--- config.mk ---
export PLATFORM = sky130hd
export DESIGN_NAME = lp_dir_entry
export DESIGN_NICKNAME = d
export VERILOG_FILES = /design/src/rtl/lpd_pkg.sv /design/src/rtl/lpd_match.sv /design/src/rtl/lpd_pick.sv /design/src/rtl/lpd_inv_build.sv /design/src/rtl/lp_dir_entry.sv
export SDC_FILE = /design/constraint.sdc
export NUM_CORES = 1
export LEC_CHECK = 0
export BUFFER_PORTS_ARGS = -buffer_cell sky130_fd_sc_hd__buf_2
export CAP_MARGIN = 10
export CORE_UTILIZATION = 42
export DETAILED_ROUTE_END_ITERATION = 10
export HOLD_SLACK_MARGIN = 0.1
export PLACE_DENSITY = 0.65
export SYNTH_ARGS = -nofsm -noshare
export SYNTH_HDL_FRONTEND = slang
export SYNTH_HIERARCHICAL = 1
export SYNTH_SLANG_ARGS = --single-unit
--- constraint.sdc ---
create_clock -name clk -period 2.81 [get_ports clk]
set_input_delay 0.562 -clock clk [delete_from_list [all_inputs] [get_ports clk]]
set_output_delay 0.562 -clock clk [all_outputs]
set_load 0.01 [all_outputs]
--- src/rtl/lpd_pkg.sv ---
package lpd_pkg;
  typedef enum logic [1:0] {
    OP_NONE  = 2'd0,
    OP_ADD   = 2'd1,
    OP_DROP  = 2'd2,
    OP_WRITE = 2'd3
  } lpd_op_e;
endpackage

--- src/rtl/lpd_match.sv ---
module lpd_match #(
  parameter int NPTR = 4,
  parameter int PIDW = 4
) (
  input  logic [NPTR-1:0]      vld,
  input  logic [NPTR*PIDW-1:0] pids,
  input  logic [PIDW-1:0]      key,
  output logic [NPTR-1:0]      hit_vec,
  output logic                 hit_any,
  output logic                 full
);
  for (genvar s = 0; s < NPTR; s++) begin : g_cmp
    assign hit_vec[s] = vld[s] && (pids[s*PIDW +: PIDW] == key);
  end
  assign hit_any = |hit_vec;
  assign full    = &vld;
endmodule

--- src/rtl/lpd_pick.sv ---
module lpd_pick #(
  parameter int N = 4,
  parameter int W = 2
) (
  input  logic [N-1:0] free_vec,
  output logic [W-1:0] idx
);
  function automatic logic [W-1:0] lowest_set(input logic [N-1:0] v);
    logic [W-1:0] r;
    r = '0;
    for (int i = N - 1; i >= 0; i--) begin
      if (v[i]) r = W'(i);
    end
    return r;
  endfunction
  assign idx = lowest_set(free_vec);
endmodule

--- src/rtl/lpd_inv_build.sv ---
module lpd_inv_build #(
  parameter int NPROC = 16,
  parameter int NPTR  = 4,
  parameter int PIDW  = 4
) (
  input  logic [NPTR-1:0]      vld,
  input  logic [NPTR*PIDW-1:0] pids,
  input  logic                 bcast,
  input  logic [PIDW-1:0]      writer,
  output logic [NPROC-1:0]     mask
);
  for (genvar p = 0; p < NPROC; p++) begin : g_proc
    logic [NPTR-1:0] at_slot;
    for (genvar s = 0; s < NPTR; s++) begin : g_slot
      assign at_slot[s] = vld[s] && (pids[s*PIDW +: PIDW] == PIDW'(p));
    end
    assign mask[p] = (bcast || (|at_slot)) && (writer != PIDW'(p));
  end
endmodule

--- src/rtl/lp_dir_entry.sv ---
module lp_dir_entry
  import lpd_pkg::*;
#(
  parameter int NPROC     = 16,
  parameter int NPTR      = 4,
  parameter bit OVF_BCAST = 1'b0,
  parameter int PIDW      = (NPROC > 1) ? $clog2(NPROC) : 1
) (
  input  logic                 clk,
  input  logic                 rst_n,
  input  logic                 op_valid,
  input  logic [1:0]           op_kind,
  input  logic [PIDW-1:0]      op_pid,
  output logic [NPTR-1:0]      slot_vld_o,
  output logic [NPTR*PIDW-1:0] slot_pid_o,
  output logic                 bcast_o,
  output logic                 dirty_o,
  output logic                 inv_valid_o,
  output logic                 inv_bcast_o,
  output logic [NPROC-1:0]     inv_mask_o
);
  localparam int IDXW = (NPTR > 1) ? $clog2(NPTR) : 1;

  logic [NPTR-1:0]      vld_q, vld_d;
  logic [NPTR*PIDW-1:0] pid_q, pid_d;
  logic                 bcast_q, bcast_d;
  logic                 dirty_q, dirty_d;
  logic [IDXW-1:0]      rr_q, rr_d;
  logic                 inv_v_q, inv_v_d;
  logic                 inv_b_q, inv_b_d;
  logic [NPROC-1:0]     inv_m_q, inv_m_d;

  lpd_op_e         kind;
  logic            op_fire, is_add, is_drop, is_write;
  logic [NPTR-1:0] hit_vec;
  logic            hit_any, full;
  logic [IDXW-1:0] free_idx;
  logic [NPROC-1:0] write_mask;
  logic [PIDW-1:0] victim_pid;

  // named events for the checks
  logic add_hit_ev, evict_ev, ovf_bcast_ev;

  assign kind     = lpd_op_e'(op_kind);
  assign op_fire  = op_valid && (kind != OP_NONE);
  assign is_add   = op_valid && (kind == OP_ADD);
  assign is_drop  = op_valid && (kind == OP_DROP);
  assign is_write = op_valid && (kind == OP_WRITE);

  lpd_match #(.NPTR(NPTR), .PIDW(PIDW)) u_match (
    .vld(vld_q), .pids(pid_q), .key(op_pid),
    .hit_vec(hit_vec), .hit_any(hit_any), .full(full)
  );

  lpd_pick #(.N(NPTR), .W(IDXW)) u_pick (
    .free_vec(~vld_q), .idx(free_idx)
  );

  lpd_inv_build #(.NPROC(NPROC), .NPTR(NPTR), .PIDW(PIDW)) u_inv (
    .vld(vld_q), .pids(pid_q), .bcast(bcast_q), .writer(op_pid),
    .mask(write_mask)
  );

  assign add_hit_ev   = is_add && hit_any;
  assign evict_ev     = is_add && !hit_any && full && !OVF_BCAST;
  assign ovf_bcast_ev = is_add && !hit_any && full && OVF_BCAST;
  assign victim_pid   = pid_q[rr_q*PIDW +: PIDW];

  function automatic logic [IDXW-1:0] rr_next(input logic [IDXW-1:0] cur);
    return (int'(cur) == NPTR - 1) ? '0 : cur + 1'b1;
  endfunction

  always_comb begin
    vld_d   = vld_q;
    pid_d   = pid_q;
    bcast_d = bcast_q;
    dirty_d = dirty_q;
    rr_d    = rr_q;
    inv_v_d = 1'b0;
    inv_b_d = 1'b0;
    inv_m_d = '0;
    if (is_add && !hit_any) begin
      dirty_d = 1'b0;
      if (!full) begin
        vld_d[free_idx] = 1'b1;
        pid_d[free_idx*PIDW +: PIDW] = op_pid;
      end else if (evict_ev) begin
        pid_d[rr_q*PIDW +: PIDW] = op_pid;
        rr_d    = rr_next(rr_q);
        inv_v_d = 1'b1;
        inv_m_d = NPROC'(1) << victim_pid;
      end else begin
        bcast_d = 1'b1;
      end
    end else if (is_drop && hit_any) begin
      vld_d   = vld_q & ~hit_vec;
      dirty_d = 1'b0;
    end else if (is_write) begin
      inv_m_d = write_mask;
      inv_v_d = |write_mask;
      inv_b_d = bcast_q;
      vld_d   = NPTR'(1);
      pid_d   = '0;
      pid_d[PIDW-1:0] = op_pid;
      bcast_d = 1'b0;
      dirty_d = 1'b1;
      rr_d    = '0;
    end
  end

  always_ff @(posedge clk) begin
    if (!rst_n) begin
      vld_q   <= '0;
      pid_q   <= '0;
      bcast_q <= 1'b0;
      dirty_q <= 1'b0;
      rr_q    <= '0;
      inv_v_q <= 1'b0;
      inv_b_q <= 1'b0;
      inv_m_q <= '0;
    end else begin
      vld_q   <= vld_d;
      pid_q   <= pid_d;
      bcast_q <= bcast_d;
      dirty_q <= dirty_d;
      rr_q    <= rr_d;
      inv_v_q <= inv_v_d;
      inv_b_q <= inv_b_d;
      inv_m_q <= inv_m_d;
    end
  end

  assign slot_vld_o  = vld_q;
  assign slot_pid_o  = pid_q;
  assign bcast_o     = bcast_q;
  assign dirty_o     = dirty_q;
  assign inv_valid_o = inv_v_q;
  assign inv_bcast_o = inv_b_q;
  assign inv_mask_o  = inv_m_q;

  p_dup_add_r3: assert property (@(posedge clk) disable iff (!rst_n)
    add_hit_ev |=> ($stable(vld_q) && $stable(pid_q) && $stable(rr_q) && !inv_v_q));

  p_evict_single_r4: assert property (@(posedge clk) disable iff (!rst_n)
    evict_ev |=> (inv_v_q && !inv_b_q && $countones(inv_m_q) == 1));

  p_bcast_policy_r5: assert property (@(posedge clk) disable iff (!rst_n)
    (!OVF_BCAST) |-> !bcast_q);

  p_ovf_sets_flag_r5: assert property (@(posedge clk) disable iff (!rst_n)
    ovf_bcast_ev |=> (bcast_q && $stable(vld_q) && !inv_v_q));

  p_write_owner_r8: assert property (@(posedge clk) disable iff (!rst_n)
    is_write |=> (dirty_q && vld_q == NPTR'(1) && !bcast_q
                  && pid_q[PIDW-1:0] == $past(op_pid) && rr_q == '0));

  p_dirty_alone_r10: assert property (@(posedge clk) disable iff (!rst_n)
    dirty_q |-> ($countones(vld_q) == 1));

  p_quiet_idle_r11: assert property (@(posedge clk) disable iff (!rst_n)
    !op_fire |=> !inv_v_q);

  p_mask_gated_r11: assert property (@(posedge clk) disable iff (!rst_n)
    !inv_v_q |-> (inv_m_q == '0 && !inv_b_q));
endmodule

# Word-level counts from Yosys, hierarchy flattened
# Cells that the tools add are included.
# totals
regBits	42
in_bits	9
wordCells	292
# classes
n_addsub	3
magnitude_cmp	2
eq_ne	89
n_shift	6
mux	38
bitwise_logic	6
n_reduce_logical	140
# ops
op	count
$mux W16	10
$eq A4 B4 Y1 const B	32
$logic_and A1 B1 Y1	91
$reduce_or A4 Y1	18
$neg A4 Y34	2
$shift A4 B34 Y16 const A	2
$shiftx A4 B34 Y16	2
$eq A4 B3 Y1 const B	16
$bwmux W16	2
$eq A4 B2 Y1 const B	8
$ne A4 B4 Y1 const B	8
$mux W2	10
$eq A4 B1 Y1 const B	4
$eq A4 B4 Y1	4
$logic_not A4 Y1	4
$logic_or A1 B1 Y1	16
$mux W4	4
$ne A4 B3 Y1 const B	4
$reduce_or A16 Y1	1
$shiftx A16 B5 Y4	1
$shl A1 B4 Y16 const A	1
$reduce_and A4 Y1	3
$mux W1	11
$ne A2 B2 Y1 const B	5
other kinds (20)	25

# Logic depth before layout (Yosys ltp)
# depth
ltp_word	12
depth_mapped	9

# Hierarchy
# Netlist, hierarchy kept.
# modules_own_cells
module	n_inst	cells_each	area_per_inst_um2	seq_area_each_um2
lp_dir_entry	1	224	2098.3	840.8
lpd_inv_build	1	105	704.4	0.0
lpd_match	1	30	220.2	0.0
lpd_pick	1	5	27.5	0.0

# Least setup slack after synthesis
# Ideal clock, no wire load.
# synth_timing
path_type	input port to flip-flop
startpoint	in op_pid[3]
endpoint	reg pid_q[0], in the netlist slot_pid_o[0]
arrival_ps	2613
required_time_ps	2739
setup_slack_ps	127
path_stages	9
path_cell_list	buf_2 -> o2111ai_1 -> nor3b_2 -> or4_1 -> and4bb_2 -> buf_2 -> mux2i_1 -> a22oi_1 -> a21oi_1
# synth_via
elab_chain_len	8
# synth_lines
item	line_no	rtl
start, declared	lp_dir_entry.sv:13	input logic [PIDW-1:0] op_pid,
$eq A4 B4 Y1 *	lpd_match.sv:13	assign hit_vec[s] = vld[s] && (pids[s*PIDW +: PIDW] == key);
$logic_and A1 B1 Y1 *	lpd_match.sv:13	
via hit_vec[3]	lp_dir_entry.sv:35	logic [NPTR-1:0] hit_vec;
$reduce_or A4 Y1 *	lpd_match.sv:15	assign hit_any = |hit_vec;
via hit_any	lp_dir_entry.sv:36	logic hit_any, full;
$logic_not A1 Y1	lp_dir_entry.sv:65, lp_dir_entry.sv:82	
$logic_and A1 B1 Y1	lp_dir_entry.sv:65, lp_dir_entry.sv:82	
$logic_and A1 B1 Y1	--	
$ne A3 B3 Y1 (no line)	--	
$reduce_and A3 Y1 (no line)	--	
end signal, assigned	lp_dir_entry.sv:123	pid_q <= pid_d;
end, declared	lp_dir_entry.sv:25	logic [NPTR*PIDW-1:0] pid_q, pid_d;
# Mark *: on every way through the listed nets, which the timed path passes. The rest lies on a longest branch. The select of a mux whose other input is x is not followed.
# A chain may end at the register's enable or synchronous reset.

# Worst setup path after layout
# layout_timing
startpoint	in op_pid[2]
endpoint	reg pid_q[13], in the netlist slot_pid_o[13]
# The elaborated chain is that of the path after synthesis.

==> results.md <==
- The run finished with clean final reports.
- At the pin with the least slew margin, the transition time is 800 ps.
- Before antenna repair, the detailed router went through 5 iterations.
- The part of the total power dissipated in sequential elements is 48.5%.
- The storage element area is 841 um^2.
- In this run the worst hold path is classified as reg -> reg.
- Using the TritonRoute via totals, the vias-per-cell ratio works out to 6.23.
- The buffer cell driving the clock tree root is clkbuf_8.
- The overflow left after global routing is 0.
- The number of distinct library cells after synthesis is 57.
- The setup path with the least slack is of type in -> reg.
- STA classifies the critical path endpoint as a flop.
- The combinational family with the most area after synthesis is simple AND/OR/NAND/NOR gates.
- In the synthesized netlist the dominant register cell turns out to be dfxtp_1.
- The count of port buffers added during placement is 48.
- The multiplexer fraction of the synthesized cell area is a little over 6%.
- The via count is roughly 3300.
- Relative to the synthesized area, the layout overhead comes to 20.4%.
- For the worst setup path, the data required time is about 3000 ps.
- The critical path launch point type is a primary input.
- For this design the top-level I/O count stands at 49.
- The die width is 87.2 um.
- For this design the static power due to leakage is 1.47 nW.
- The synthesized netlist devotes 3.73% of its cell area to XOR and XNOR gates.
- Counting flops with an async set or reset pin after synthesis yields a share of 0%.
- The die covers 7610 um^2.
- The number of antenna violations at the first check in global routing is 0.
- For this design the total switching power over the nets is 0.320 mW.
- Entering global routing, the biggest net connects 25 pins.
- The number of storage elements in the synthesis netlist is 42.
- The total standard cell area after synthesis is just over 3000 um^2.
- The final max-slew violation count is 0.
- Measured along the y axis, the die boundary spans 87.2 um.
- The overall power is around 1.2 mW.
- Counting every sink on the clock net gives 42.
- Subtracting the final worst setup slack from the clock period gives 2500 ps.
- The count of buffers added by post-CTS timing repair for setup is 0.
- The count of mapped cells out of synthesis is roughly 360.
- The share of final-layout standard cells stronger than drive strength 1 is 24.4%.
- The deepest clock path buffer count is 2.
- At the end of the flow, the number of nets in the layout was approximately 460.
- The accumulated negative setup slack is 0 ps.
- The total instance count after detailed placement is 522.
- The total global routing track utilization is 27.0%.
- Counting every net in the synthesized netlist gives between 300 and 400.
- The final cycle utilization of the critical path is 89.0%.
- For this run, the register share of the synthesized area comes to 27.6%.
- Cell internal power was estimated by the tool at 0.930 mW.
- The clock tree from TritonCTS is done.
- The number of design-rule violations left by the first detailed-router iteration is 374.
- The first global-routing pass estimated 15.7 mm of wire.
- The number of standard-cell rows in the floorplan is 30.
- Setup violations remaining at the end of the flow were counted as 0.
- Along the worst path, the maximum fanout reaches 14.
- Of the total power, the clock network draws 38.3%.
- 0 antenna diodes ended up in the layout.
- Dividing the detail-routed wire length by the instance count gives roughly 19 um.
- The fraction of the mapped netlist area in adder cells is 5.74%.
- During synthesis, Yosys emitted a total of 6 warnings.
- The highest achievable clock rate is 400 MHz.
- Data on the critical path arrives at its endpoint at approximately 2700 ps.
- The tool flagged a number of max-cap violations equal to 0.
- The weighted congestion at the end of routability-driven global placement is 0.955.
- The clock latency on the worst-skew pair is between 200 and 300 ps.
- The post-detailed-route count of antenna-violating nets is 0.
- The mean area per synthesized cell is approximately 8.4 um^2.
- The number of gates resized after CTS was 0.
- Detailed placement finished with a half-perimeter wire length of 7.52 mm.
- The worst pin sits at a relative slew slack of 46.6%.
- The number of filler instances in the final layout is 695.
- The fraction of the mapped netlist area in simple logic gates is 27.5%.
- The number of clock buffers added by TritonCTS is 5.
- The complex-gate fraction of the synthesized area is 25.1%.
- The H-tree was split into 2 levels.
- The initial utilization of the core area, before any placement, comes to 44.2%.
- Across the VDD grid, the largest voltage drop is 0.197 mV.
- The number of buffers added to fix hold violations after cts is 0.
- The number of failing hold endpoints at the final stage is 0.
- Clock-pin slew was measured on the worst setup and hold paths at 90 ps.
- The core box area is roughly 7000 um^2.
- The net switching share of the total power is 25.6%.
- The final non-filler cell total is 530.
- The total power density per cell area is about 340 nW/um^2.
- Across the routed clock network, the largest skew measured is 11.4 ps.
- The detailed-route DRC error count is 0.
- Setup repair after global routing left no endpoint under its margin.
- The number of flops mapped to enable cells by yosys is 0.
- In this run, the combinational gates consume a little over an eighth of the power.
- The number of global-route vias before repair came to 2946.
- In the final layout, the multi-input gates occupy 2080 um^2.
- The detailed-route wire length is 9.98 mm.
Yosys cell counts, drive strengths merged, types with 8 or more instances:
cell | number | area, um^2
a21oi | 11 | 58.8
nor4 | 8 | 50.1
and3b | 8 | 70.1
dfxtp | 42 | 841
inv | 18 | 67.6
nor2 | 33 | 124
ha | 14 | 175
nand3 | 9 | 45.0
xor2 | 10 | 87.6
a31oi | 20 | 125
a22oi | 28 | 210
nand2 | 29 | 109
a32oi | 16 | 140
o21ai | 20 | 104
nand2b | 8 | 50.1
registers in the layout (all words and copies together), names as in the netlist:
| name | cells |
|---|---|
| inv_mask_o | 16 |
| slot_pid_o | 16 |
| slot_vld_o | 4 |
| rr_q | 2 |
| bcast_o | 1 |
| dirty_o | 1 |
| inv_bcast_o | 1 |
| inv_valid_o | 1 |
critical path, cell delays in order:
cell and delay, ps:
buf_2 220, xor2_1 230, nor3b_2 80, or4_1 520
and4bb_2 400, buf_12 160, mux2i_1 340, a32oi_1 90
nor2_1 110
power by group through the flow:
stage / combinational (mW) / sequential [mW] / clock (mW)
floorplan: 0.0876 / 0.623 / 0
CTS: 0.162 / 0.606 / 0.486
global route: 0.176 / 0.607 / 0.509
global placement: 0.159 / 0.620 / 0
detailed placement: 0.160 / 0.620 / 0
finish: 0.165 / 0.606 / 0.478
cell usage in the layout (no fill, tap or decap), types with 2 or more instances in the layout:
master	count
nand2b_1	8
o21ai_0	5
and3b_1	8
and2b_4	4
mux2i_1	5
dfxtp_1	42
and2_1	3
and3_1	6
a211oi_1	3
xor2_1	10
nand3_1	9
buf_4	26
a31oi_1	20
inv_1	18
buf_2	48
a21oi_1	10
a32oi_1	16
nor3b_2	6
mux4_2	4
nand2_1	29
xnor2_1	3
and4bb_2	2
nand4bb_1	2
nand3b_1	2
nand4_1	2
nor3_1	7
nor2_1	33
nor4_1	8
and2b_1	2
a22oi_1	28
nand4b_1	2
ha_1	14
mux2_2	3
nor2b_1	2
clkbuf_8	5
o21ai_1	14
stage by stage:
stage	setup WS (ps)	utilization, %	area [um^2]	hold WS [ps]
after global routing	97.8	53.2	3670	568
final	308	53.2	3670	555
after CTS	319	53.2	3670	558
after floorplan	127	-	3050	517
after global placement	82.4	51.6	3560	528
after detailed placement	38.8	51.6	3560	541
layout make-up:
type                    instances  share of cell area, %
clock buffers                   6                   1.98
repair buffers                 75                   12.4
clock inverters                 2                   1.02
well taps                      96                   3.27
inverters                      18                   1.84
flip-flops and latches         42                   22.9
multi-input cells             291                   56.6
path summary, 6_finish.rpt:
path                               startpoint              to  slack, ps  cells past startpoint
worst max-delay path                op_pid[2]  slot_pid_o[13]        310                      9
worst min register to register        dirty_o         dirty_o        560                      1
worst min-delay path                  dirty_o         dirty_o        560                      1
worst max register to register  slot_vld_o[0]   slot_pid_o[9]        310                      8
cell families after synthesis:
family | after synthesis
flops | 42
mux | 13
fa+ha+maj | 14
buf+inv | 31
simple gates | 142
compound gates | 109
xor+xnor | 13
metal layers:
layer  share of wire [%]  GRT usage (%)
met5                   0              0
met3                 9.6           5.50
met2                  42           40.7
met4                 2.2           8.05
met1                  46           38.6
No activity file was read; power rests on OpenSTA's default activity.
